**config.mk**
```make
export PLATFORM = sky130hd
export DESIGN_NAME = pmon_unit
export DESIGN_NICKNAME = d
export VERILOG_FILES = /design/src/rtl/pmon_pkg.sv /design/src/rtl/pmon_evcnt.sv /design/src/rtl/pmon_cyccnt.sv /design/src/rtl/pmon_unit.sv
export SDC_FILE = /design/constraint.sdc
export NUM_CORES = 1
export LEC_CHECK = 0
export ABC_CLOCK_PERIOD_IN_PS = 2970
export BUFFER_PORTS_ARGS = -buffer_cell sky130_fd_sc_hd__buf_2
export CELL_PAD_IN_SITES_DETAIL_PLACEMENT = 1
export CELL_PAD_IN_SITES_GLOBAL_PLACEMENT = 2
export CORE_MARGIN = 4
export CORE_UTILIZATION = 38
export CTS_BUF_LIST = sky130_fd_sc_hd__clkbuf_8 sky130_fd_sc_hd__clkbuf_16
export CTS_CLUSTER_SIZE = 24
export DETAILED_ROUTE_END_ITERATION = 8
export PLACE_DENSITY_LB_ADDON = 0.1
export SLEW_MARGIN = 20
export SYNTH_ARGS = -nofsm -noshare
export SYNTH_HDL_FRONTEND = slang
export SYNTH_SLANG_ARGS = --single-unit
```
**constraint.sdc**
```tcl
create_clock -name clk_i -period 2.97 [get_ports clk_i]
set_input_delay 0.297 -clock clk_i [delete_from_list [all_inputs] [get_ports clk_i]]
set_output_delay 0.297 -clock clk_i [all_outputs]
set_load 0.005 [all_outputs]
```
**src/rtl/pmon_pkg.sv**
```systemverilog
package pmon_pkg;
  localparam int unsigned CNT_W       = 32;
  localparam int unsigned CYC_W       = 64;
  localparam int unsigned CYC_BIT     = 31;
  localparam int unsigned SEL_W       = 5;
  localparam int unsigned CODE_CYCLES = 32'h11;

  typedef enum logic [3:0] {
    A_CTRL    = 4'h0,
    A_EN_SET  = 4'h1,
    A_EN_CLR  = 4'h2,
    A_OVF_SET = 4'h3,
    A_OVF_CLR = 4'h4,
    A_SEL     = 4'h5,
    A_IEN_SET = 4'h6,
    A_IEN_CLR = 4'h7,
    A_CYC_LO  = 4'h8,
    A_CYC_HI  = 4'h9,
    A_EVTYPE  = 4'hA,
    A_EVVAL   = 4'hB,
    A_CAP_LO  = 4'hC,
    A_CAP_HI  = 4'hD
  } pmon_addr_e;
endpackage

```
**src/rtl/pmon_evcnt.sv**
```systemverilog
module pmon_evcnt
  import pmon_pkg::*;
#(
  parameter int unsigned NUM_CODES = 64,
  localparam int unsigned CODE_W   = $clog2(NUM_CODES)
) (
  input  logic                 clk_i,
  input  logic                 rst_ni,
  input  logic                 run_i,
  input  logic [NUM_CODES-1:0] evt_i,
  input  logic                 zero_i,
  input  logic                 type_we_i,
  input  logic                 val_we_i,
  input  logic [CNT_W-1:0]     wdata_i,
  output logic [CODE_W-1:0]    type_o,
  output logic [CNT_W-1:0]     cnt_o,
  output logic                 wrap_o
);
  logic [CODE_W-1:0] type_q, type_d;
  logic [CNT_W-1:0]  cnt_q, cnt_d;
  logic              hit, inc;

  // Code 0x11 counts every clock; otherwise follow the chosen event line.
  assign hit = (type_q == CODE_W'(CODE_CYCLES)) ? 1'b1 : evt_i[type_q];
  assign inc = run_i & hit;

  always_comb begin
    cnt_d  = cnt_q;
    wrap_o = 1'b0;
    if (zero_i) begin
      cnt_d = '0;
    end else if (val_we_i) begin
      cnt_d = wdata_i;
    end else if (inc) begin
      cnt_d  = cnt_q + CNT_W'(1);
      wrap_o = &cnt_q;
    end
    type_d = type_we_i ? wdata_i[CODE_W-1:0] : type_q;
  end

  always_ff @(posedge clk_i or negedge rst_ni) begin
    if (!rst_ni) begin
      cnt_q  <= '0;
      type_q <= '0;
    end else begin
      cnt_q  <= cnt_d;
      type_q <= type_d;
    end
  end

  assign type_o = type_q;
  assign cnt_o  = cnt_q;

  assert_wrap_to_zero_R5: assert property (@(posedge clk_i) disable iff (!rst_ni)
    wrap_o |=> (cnt_q == '0));
  assert_write_wins_R11: assert property (@(posedge clk_i) disable iff (!rst_ni)
    (val_we_i && !zero_i) |=> (cnt_q == $past(wdata_i)));
  assert_event_reset_R8: assert property (@(posedge clk_i) disable iff (!rst_ni)
    zero_i |=> (cnt_q == '0));
  assert_gate_hold_R2: assert property (@(posedge clk_i) disable iff (!rst_ni)
    (!run_i && !val_we_i && !zero_i) |=> $stable(cnt_q));
endmodule

```
**src/rtl/pmon_cyccnt.sv**
```systemverilog
module pmon_cyccnt
  import pmon_pkg::*;
(
  input  logic             clk_i,
  input  logic             rst_ni,
  input  logic             run_i,
  input  logic             zero_i,
  input  logic             lo_we_i,
  input  logic             hi_we_i,
  input  logic [CNT_W-1:0] wdata_i,
  output logic [CYC_W-1:0] cnt_o,
  output logic             wrap_o
);
  logic [CYC_W-1:0] cnt_q, cnt_d;

  always_comb begin
    cnt_d  = cnt_q;
    wrap_o = 1'b0;
    if (zero_i) begin
      cnt_d = '0;
    end else if (lo_we_i || hi_we_i) begin
      if (lo_we_i) cnt_d[CNT_W-1:0]     = wdata_i;
      if (hi_we_i) cnt_d[CYC_W-1:CNT_W] = wdata_i;
    end else if (run_i) begin
      cnt_d  = cnt_q + CYC_W'(1);
      wrap_o = &cnt_q;
    end
  end

  always_ff @(posedge clk_i or negedge rst_ni) begin
    if (!rst_ni) cnt_q <= '0;
    else         cnt_q <= cnt_d;
  end

  assign cnt_o = cnt_q;

  assert_cyc_step_R2: assert property (@(posedge clk_i) disable iff (!rst_ni)
    (run_i && !zero_i && !lo_we_i && !hi_we_i) |=> (cnt_q == $past(cnt_q) + CYC_W'(1)));
  assert_cyc_reset_R8: assert property (@(posedge clk_i) disable iff (!rst_ni)
    zero_i |=> (cnt_q == '0));
endmodule

```
**src/rtl/pmon_unit.sv**
```systemverilog
module pmon_unit
  import pmon_pkg::*;
#(
  parameter int unsigned NUM_CTR   = 4,
  parameter int unsigned NUM_CODES = 64,
  parameter logic [7:0]  ID_CODE   = 8'h3C,
  parameter logic [7:0]  IMPL_CODE = 8'h5A,
  parameter logic [63:0] CAP_MAP   = 64'h0000_0001_3E0A_0001
) (
  input  logic                 clk_i,
  input  logic                 rst_ni,
  input  logic                 reg_we_i,
  input  logic [3:0]           reg_addr_i,
  input  logic [31:0]          reg_wdata_i,
  output logic [31:0]          reg_rdata_o,
  input  logic [NUM_CODES-1:0] evt_i,
  output logic                 irq_o
);
  localparam int unsigned CODE_W = $clog2(NUM_CODES);
  localparam logic [31:0] VALID  = (32'h1 << CYC_BIT) | ((32'h1 << NUM_CTR) - 32'h1);

  logic              run_q, run_d;
  logic [31:0]       en_q, en_d, ien_q, ien_d, ovf_q, ovf_d;
  logic [SEL_W-1:0]  sel_q, sel_d;
  logic [31:0]       wmask, ovf_clr, ovf_sw, hw_wrap;
  logic              ev_zero, cyc_zero, sel_is_cyc;
  logic              cyc_lo_we, cyc_hi_we, cyc_wrap;
  logic [CYC_W-1:0]  cyc_cnt;
  logic [NUM_CTR-1:0]             ev_wrap;
  logic [CNT_W-1:0]               ev_cnt  [NUM_CTR];
  logic [CODE_W-1:0]              ev_type [NUM_CTR];
  logic [31:0]       win_val, win_type;

  function automatic logic wr_at(pmon_addr_e a);
    return reg_we_i && (reg_addr_i == a);
  endfunction

  assign wmask    = reg_wdata_i & VALID;
  assign ev_zero  = wr_at(A_CTRL) & reg_wdata_i[1];
  assign cyc_zero = wr_at(A_CTRL) & reg_wdata_i[2];
  assign ovf_clr  = wr_at(A_OVF_CLR) ? wmask : '0;
  assign ovf_sw   = wr_at(A_OVF_SET) ? wmask : '0;
  assign sel_is_cyc = (sel_q == SEL_W'(CYC_BIT));

  // Next state of the control and bitmap registers.
  always_comb begin
    run_d = wr_at(A_CTRL) ? reg_wdata_i[0] : run_q;
    sel_d = wr_at(A_SEL) ? reg_wdata_i[SEL_W-1:0] : sel_q;
    en_d  = en_q;
    if (wr_at(A_EN_SET)) en_d = en_q | wmask;
    if (wr_at(A_EN_CLR)) en_d = en_q & ~wmask;
    ien_d = ien_q;
    if (wr_at(A_IEN_SET)) ien_d = ien_q | wmask;
    if (wr_at(A_IEN_CLR)) ien_d = ien_q & ~wmask;
    // Hardware overflow and software set are applied after the clear.
    ovf_d = (ovf_q & ~ovf_clr) | ovf_sw | hw_wrap;
  end

  always_ff @(posedge clk_i or negedge rst_ni) begin
    if (!rst_ni) begin
      run_q <= 1'b0;
      sel_q <= '0;
      en_q  <= '0;
      ien_q <= '0;
      ovf_q <= '0;
    end else begin
      run_q <= run_d;
      sel_q <= sel_d;
      en_q  <= en_d;
      ien_q <= ien_d;
      ovf_q <= ovf_d;
    end
  end

  // Event counter bank.
  for (genvar i = 0; i < NUM_CTR; i++) begin : g_ev
    logic hit_sel;
    assign hit_sel = (sel_q == SEL_W'(i));
    pmon_evcnt #(.NUM_CODES(NUM_CODES)) u_cnt (
      .clk_i     (clk_i),
      .rst_ni    (rst_ni),
      .run_i     (run_q & en_q[i]),
      .evt_i     (evt_i),
      .zero_i    (ev_zero),
      .type_we_i (wr_at(A_EVTYPE) & hit_sel),
      .val_we_i  (wr_at(A_EVVAL) & hit_sel),
      .wdata_i   (reg_wdata_i),
      .type_o    (ev_type[i]),
      .cnt_o     (ev_cnt[i]),
      .wrap_o    (ev_wrap[i])
    );
  end

  assign cyc_lo_we = wr_at(A_CYC_LO) | (wr_at(A_EVVAL) & sel_is_cyc);
  assign cyc_hi_we = wr_at(A_CYC_HI);

  pmon_cyccnt u_cyc (
    .clk_i   (clk_i),
    .rst_ni  (rst_ni),
    .run_i   (run_q & en_q[CYC_BIT]),
    .zero_i  (cyc_zero),
    .lo_we_i (cyc_lo_we),
    .hi_we_i (cyc_hi_we),
    .wdata_i (reg_wdata_i),
    .cnt_o   (cyc_cnt),
    .wrap_o  (cyc_wrap)
  );

  always_comb begin
    hw_wrap = '0;
    for (int i = 0; i < NUM_CTR; i++) hw_wrap[i] = ev_wrap[i];
    hw_wrap[CYC_BIT] = cyc_wrap;
  end

  // Indirect window: selected counter, cycle counter at 31, zero elsewhere.
  always_comb begin
    win_val  = '0;
    win_type = '0;
    for (int i = 0; i < NUM_CTR; i++) begin
      if (sel_q == SEL_W'(i)) begin
        win_val  = ev_cnt[i];
        win_type = 32'(ev_type[i]);
      end
    end
    if (sel_is_cyc) begin
      win_val  = cyc_cnt[CNT_W-1:0];
      win_type = 32'(CODE_CYCLES);
    end
  end

  always_comb begin
    unique case (reg_addr_i)
      A_CTRL:               reg_rdata_o = {IMPL_CODE, ID_CODE, 5'(NUM_CTR), 10'b0, run_q};
      A_EN_SET, A_EN_CLR:   reg_rdata_o = en_q;
      A_OVF_SET, A_OVF_CLR: reg_rdata_o = ovf_q;
      A_SEL:                reg_rdata_o = 32'(sel_q);
      A_IEN_SET, A_IEN_CLR: reg_rdata_o = ien_q;
      A_CYC_LO:             reg_rdata_o = cyc_cnt[CNT_W-1:0];
      A_CYC_HI:             reg_rdata_o = cyc_cnt[CYC_W-1:CNT_W];
      A_EVTYPE:             reg_rdata_o = win_type;
      A_EVVAL:              reg_rdata_o = win_val;
      A_CAP_LO:             reg_rdata_o = CAP_MAP[31:0];
      A_CAP_HI:             reg_rdata_o = CAP_MAP[63:32];
      default:              reg_rdata_o = '0;
    endcase
  end

  assign irq_o = |(ovf_q & ien_q);

  assert_ovf_sticky_R6: assert property (@(posedge clk_i) disable iff (!rst_ni)
    1'b1 |=> ((ovf_q & $past(ovf_q & ~ovf_clr)) == $past(ovf_q & ~ovf_clr)));
  assert_irq_level_R7: assert property (@(posedge clk_i) disable iff (!rst_ni)
    (irq_o && !reg_we_i) |=> irq_o);
  assert_ctrl_pulse_bits_R8: assert property (@(posedge clk_i) disable iff (!rst_ni)
    (reg_addr_i == A_CTRL) |-> (reg_rdata_o[2:1] == 2'b00));
  assert_unimpl_bits_R3: assert property (@(posedge clk_i) disable iff (!rst_ni)
    1'b1 |=> ((en_q & ~VALID) == '0));
endmodule

```
### After elaboration in Yosys (flattened, before gate mapping)

Index checks and enable logic that the tools add are counted.

| word-level totals | value |
|---|---|
| register bits after elaboration | 318 |
| bits of input ports | 103 |
| output and inout bits | 33 |
| logic and storage cells | 172 |

| cells by class | value |
|---|---|
| add/sub/neg operators | 5 |
| order comparisons | 4 |
| eq/ne operators | 23 |
| multiplexer cells | 61 |
| bitwise logic cells | 31 |
| reductions and logical operators | 33 |

Operator list:

| kind | count |
|---|---|
| 32-bit 2-to-1 mux | 28 |
| 32-bit one-hot mux with 11 select lines | 1 |
| 64-bit 2-to-1 mux | 3 |
| 32-bit by 1-bit adder with 32-bit output, second input constant | 4 |
| 32-bit bitwise AND | 4 |
| 32-bit OR | 4 |
| 32-bit AND reduction | 4 |
| 64-bit by 1-bit adder with 64-bit output, second input constant | 1 |
| 32-bit NOT | 2 |
| 64-bit AND reduction | 1 |
| 32-bit OR reduction | 1 |
| 6-bit by 7-bit < comparator with 1-bit output, second input constant | 4 |
| 1-bit binary-select mux with 6-bit select | 4 |
| 4-bit equality test, second input constant | 6 |
| 6-bit by 5-bit equality test with 1-bit output, second input constant | 4 |
| 1-bit 2-to-1 mux | 23 |
| 1-bit bitwise AND | 20 |
| 4-bit by 3-bit equality test with 1-bit output, second input constant | 4 |
| 3-bit nonzero test | 5 |
| 1-bit logical AND | 12 |
| 6-bit 2-to-1 mux | 2 |
| 5-bit by 2-bit equality test with 1-bit output, second input constant | 2 |
| 4-bit by 2-bit equality test with 1-bit output, second input constant | 2 |
| 3-bit by 2-bit inequality test with 1-bit output, second input constant | 2 |
| 10 further kinds | 14 |

### Depth between registers and ports, before layout

| logic depth | value |
|---|---|
| depth after elaboration | 8 |
| depth in mapped cells | 13 |
| mapped depth without buffers | 9 |

### Hierarchy

Synthesis repeated with hierarchy kept, for this count alone.

| second synthesis, totals | value |
|---|---|
| cells, all modules | 2322 |
| area, all modules | 19727.7 µm² |

By module, submodules not included:

| module | instances | cells each | area an instance (µm²) | sequential area each (µm²) |
|---|---|---|---|---|
| pmon_evcnt | 4 | 327 | 3002.9 | 950.9 |
| pmon_cyccnt | 1 | 568 | 4354.2 | 1601.5 |
| pmon_unit | 1 | 446 | 3362.0 | 525.5 |

### Worst setup path after synthesis

No wires, ideal clock.

| timing path | value |
|---|---|
| path kind | reg2reg |
| start | register g_ev[3].u_cnt.type_q[0] |
| end | register g_ev[3].u_cnt.cnt_q[25] |
| library setup time | 0.121 ns |
| arrival | 2.575 ns |
| required time | 2.849 ns |
| setup slack | 0.274 ns |
| cell stages (with the launch flop) | 13 |
| path buffers | 4 |
| clock period less this slack | 2.696 ns |
| cells stage by stage | dfrtp_1 -> buf_2 -> buf_2 -> buf_4 -> mux4_2 -> mux2i_1 -> nand3_1 -> o211ai_1 -> a21oi_2 -> nor3_1 -> buf_2 -> a21oi_1 -> o22a_1 |

| on the way | value |
|---|---|
| cells in the longest elaborated chain, start to end | 5 |
| elaborated cells on any way between the ends | 6 |
| those cells by class | eq/ne: 1; mux: 3; bitwise: 1; reduce/logical: 1 |

Ends and longest elaborated chain:

| element | RTL line | text |
|---|---|---|
| start: declaration | pmon_evcnt.sv:19 | `logic [CODE_W-1:0] type_q, type_d;` |
| start signal: assignment | pmon_evcnt.sv:47 | `type_q <= type_d;` |
| 1-bit binary-select mux with 6-bit select | pmon_evcnt.sv:24 | `assign hit = (type_q == CODE_W'(CODE_CYCLES)) ? 1'b1 : evt_i[type_q];` |
| 1-bit 2-to-1 mux (implied by the code) | pmon_evcnt.sv:24 |  |
| 1-bit 2-to-1 mux (*) | pmon_evcnt.sv:24 |  |
| 1-bit bitwise AND (*) | pmon_evcnt.sv:25 | `assign inc = run_i & hit;` |
| 3-bit nonzero test (no line) (*) | n/a |  |
| end signal: assignment | pmon_evcnt.sv:46 | `cnt_q <= cnt_d;` |
| end: declaration | pmon_evcnt.sv:20 | `logic [CNT_W-1:0] cnt_q, cnt_d;` |

Every way passes the cells marked *; elsewhere a longest branch is shown, timed or not. The select of a mux whose other input is x is not followed.
A chain may end at the register's enable or synchronous reset.

### Worst setup path in the final report

| timing path | value |
|---|---|
| start | register sel_q[0] |
| end | output port reg_rdata_o[6] |

| on the way | value |
|---|---|
| cells in the longest elaborated chain, start to end | 7 |
| elaborated cells on any way between the ends | 13 |
| those cells by class | eq/ne: 4; mux: 8; reduce/logical: 1 |

Ends and longest elaborated chain:

| element | RTL line | text |
|---|---|---|
| start: declaration | pmon_unit.sv:24 | `logic [SEL_W-1:0] sel_q, sel_d;` |
| start signal: assignment | pmon_unit.sv:68 | `sel_q <= sel_d;` |
| 5-bit zero test | pmon_unit.sv:120 | `if (sel_q == SEL_W'(i)) begin` |
| 32-bit 2-to-1 mux (4 in a row) | pmon_unit.sv:120 |  |
| 32-bit 2-to-1 mux | pmon_unit.sv:125 | `if (sel_is_cyc) begin` |
| 32-bit one-hot mux with 11 select lines (*) | pmon_unit.sv:132 | `unique case (reg_addr_i)` |
| end: declaration | pmon_unit.sv:15 | `output logic [31:0] reg_rdata_o,` |

Every way passes the cells marked *; elsewhere a longest branch is shown, timed or not.

==> impl_metrics.csv <==
group,metric,value,unit
status,run_status,"finished, violations left",
status,failed_checks,"setup timing",
power_and_ir_drop,clkPwrFrac,28.4,%
route,ant_nets,0,
sta,setup_viol,10,
power_and_ir_drop,finalPower,14.3,mW
setup_path,timing.rr.start,"sel_q[1]",
placement,place.detailed.hpwl,61.4,mm
power_and_ir_drop,internal_power,8.70,mW
worst_hold_path,min_to,"g_ev[0].u_cnt.cnt_o[20]",
power_and_ir_drop,cellLeakagePower,8.69,nW
route,viasPerCell,6.59,
route,wirelength,84.2,mm
final_layout,drive_gt1_share,23.7,%
synth,synth-xor-area-share,4.60,%
die,fp.dieArea,50600,µm²
sta,worst_slew_pin_slew,0.910,ns
setup_path,cp_slowest_stage_delay,0.64,ns
synth,synth.avg_cell_area,8.71,µm²
placement,dpl_cell_area,19900,µm²
sta,setup_slack,-0.0975,ns
setup_path,cp-start-kind,"register",
synth,ys.flop_type,"dfrtp_1",
die,start_util,38.4,%
cts,clock-sinks,237,
synth,ys_seq_area_share,33.1,%
sta,grt_setup_unrepaired,"true",
synth,synth_cell_types,79,
sta,slew-limit-headroom,39.4,%
power_and_ir_drop,p_per_area,669,nW/µm²
sta,timing.fmax,326,MHz
die,die_w,225,µm
die,die_h,225,µm
final_layout,insertedDiodeCount,0,
final_layout,fin_area,21400,µm²
power_and_ir_drop,p_seq_share,37.6,%
route,dr.pass1.iters,7,
sta,timing.final.crit_share,103,%
worst_hold_path,min-delay-start,"reg_wdata_i[20]",
synth,synthCells,2056,
placement,dp.cells,2748,
setup_path,crit_chain,"buf_12 > buf_12 > mux4_2 > a222oi_1 > inv_1 > buf_2",
setup_path,crit_buf_inv,4,
global_route,grt_usage,32.2,%
cts,cts-root-buf,"clkbuf_16",
final_layout,area_growth,19.6,%
cts,htree_levels,1,
global_route,antenna_found_initial,2,
die,num_rows,79,
sta,clock_skew,0.0340,ns
synth,synthTopCellsByArea,"dfrtp_1, mux4_2, o21ai_0, a21oi_1, nand2_1",
synth,synth_edf_count,0,
cts,cts.path.max_buffers,3,
power_and_ir_drop,sw_frac_of_total,39.2,%
setup_path,cp_max_fo,8,
setup_path,slowest_stage,"a222oi_1",
sta,slew_violations,0,
synth,synth_top_area_share,33.1,%
setup_path,r2r_cells,9,
synth,synth_area,17900,µm²
die,ios,136,
setup_path,r2r_slack,0.04,ns
global_route,grt_pass1_vias,18700,
placement,gp_congestion,0.926,
die,core,46600,µm²
placement,port_buffers,135,
setup_path,r2r_end,"g_ev[0].u_cnt.cnt_o[25]",
synth,synth_fp_nets,2164,
synth,synth-seq-cells,237,
cts,cts_made_buffers,31,
power_and_ir_drop,vdd_ir_drop_max,0.707,mV
route,drtIter0Drc,1907,
sta,period_needed,3.07,ns
final_layout,stdcell_count,2829,
flow_run,drv_cap,0,
route,wl_per_cell,29.8,µm
sta,hold_viol_final,0,
setup_path,cp-end-kind,"primary output",
synth,synth_mux_area_share,15.4,%
power_and_ir_drop,switching_power,5.62,mW
final_layout,nets,2306,
worst_hold_path,hold_class,"in -> reg",
setup_path,crit_required,2.67,ns
worst_hold_path,holdPathStages,3,
setup_path,critPathTopFamily,"compound AO/OA/AOI/OAI gates",
power_and_ir_drop,p_comb_share,34.1,%
synth,ys_async_sr_fraction,100,%
cts,cts_tree,"yes",
synth,yosys.area.top_type,"dfrtp_1",
final_layout,finish.utilization,46.0,%
synth,synth_top_family_by_area,"compound AO/OA/AOI/OAI gates",
cts,clkTransAtPathRegs,0.06,ns
synth,synth_compound_area_share,22.1,%
synth,synth_fa_ha_area_share,0.350,%
global_route,grt_max_degree,71,
global_route,grt_first_pass_wirelength,124,mm
cts,clock_latency,0.62,ns
synth,synth_simple_gate_area_share,19.5,%
setup_path,critPathMostFrequentCell,"buf_12",
route,drc,0,
route,vias,18600,
setup_path,path_class,"reg -> out",
synth,synth-warning-count,0,
global_route,overflow,0,
setup_path,cp.arrival,2.77,ns
metrics by stage:
stage | hold WS [ns] | setup TNS [ns] | setup slack, ns
after global placement | 0.309 | -0.0536 | -0.0454
after detailed placement | 0.312 | -0.223 | -0.0687
after floorplan | 0.00141 | 0 | 0.274
final | 0.0769 | -0.326 | -0.0975
after CTS | 0.0297 | -0.509 | -0.0955
after global routing | 0.0625 | -1.68 | -0.175
placed cells by master (no fill, tap or decap), types with 68 or more instances in the layout:
cell type  instances
dfrtp_1          231
o21ai_0          208
a21oi_1          204
nand2_1          184
buf_2            134
nor2_1           125
buf_4            125
mux4_2            87
nand3_1           79
nand4_1           68
sequential cells by signal, summed over array words and instances, names as in the netlist, named ones only:
signal / cells
u_cyc.cnt_o: 64
ovf_q: 5
run_q: 1
g_ev.u_cnt.cnt_o: 128
sel_q: 5
g_ev.u_cnt.type_o: 24
synthesized netlist by cell type (all sizes together) (22+ instances only):
cell	n
nand4	69
mux4	87
xnor2	30
buf	38
a22oi	29
o21ai	219
clkbuf	146
nand3	81
dfrtp	237
and3	60
a21oi	208
nand2	187
inv	34
nor3	48
mux2i	40
xor2	64
o22ai	22
mux2	36
nor2	126
power by group through the flow:
stage	logic (mW)	clock network, mW	registers [mW]
3_3_place_gp	4.40	0	5.33
5_1_grt	5.22	4.23	5.51
2_1_floorplan	2.86	0	4.81
6_report	4.88	4.06	5.38
4_1_cts	4.64	4.12	5.32
3_5_place_dp	4.51	0	5.37
tightest hold or removal path, stage by stage:
cell and delay, ns:
buf_2 0.18, nand2_1 0.08, o21ai_0 0.08
area by class of cell:
type,instances,area [µm²]
inverters,34,128
well taps,607,759
clock inverters,18,198
flip-flops and latches,237,5940
fillers,5438,25200
repair buffers,293,2240
multi-input cells,1601,11300
clock buffers,39,886
layer usage:
metal | wire length (µm) | global-route usage (%) | vias up | part of all wire, %
met5 | 0 | 0 | - | 0
met4 | 2940 | 9.84 | 0 | 3.5
met3 | 7140 | 8.36 | 153 | 8.5
met2 | 37400 | 49.2 | 744 | 44
met1 | 36700 | 45.2 | 9672 | 44
li1 | - | - | 8069 | -
worst max-delay path by stage:
| stage | startpoint | endpoint | cells past startpoint |
|---|---|---|---|
| after detailed placement | g_ev[1].u_cnt.type_o[0] | ovf_q[1] | 9 |
| after global placement | g_ev[1].u_cnt.type_o[0] | ovf_q[1] | 8 |
| after global routing | sel_q[0] | reg_rdata_o[6] | 6 |
| after floorplan | g_ev[3].u_cnt.type_o[0] | g_ev[3].u_cnt.cnt_o[25] | 12 |
| final | sel_q[0] | reg_rdata_o[6] | 6 |
| after CTS | sel_q[0] | reg_rdata_o[5] | 6 |
repair_timing:
action	CTS	global route
pin swaps	6	10
endpoints found under the hold margin	57	0
cloned	1	1
endpoints found under the setup margin	35	72
hold buffers	1	0
gates resized for setup	15	31
setup buffers	7	14
logic make-up after synthesis:
logic type                 Yosys count
AOI/OAI and AO/OA                  651
buffers and inverters              218
muxes                              163
DFF                                237
adders and majority gates            5
and+or+nand+nor                    688
xor gates and xnor gates            94
Power figures use the tool's default switching activity.
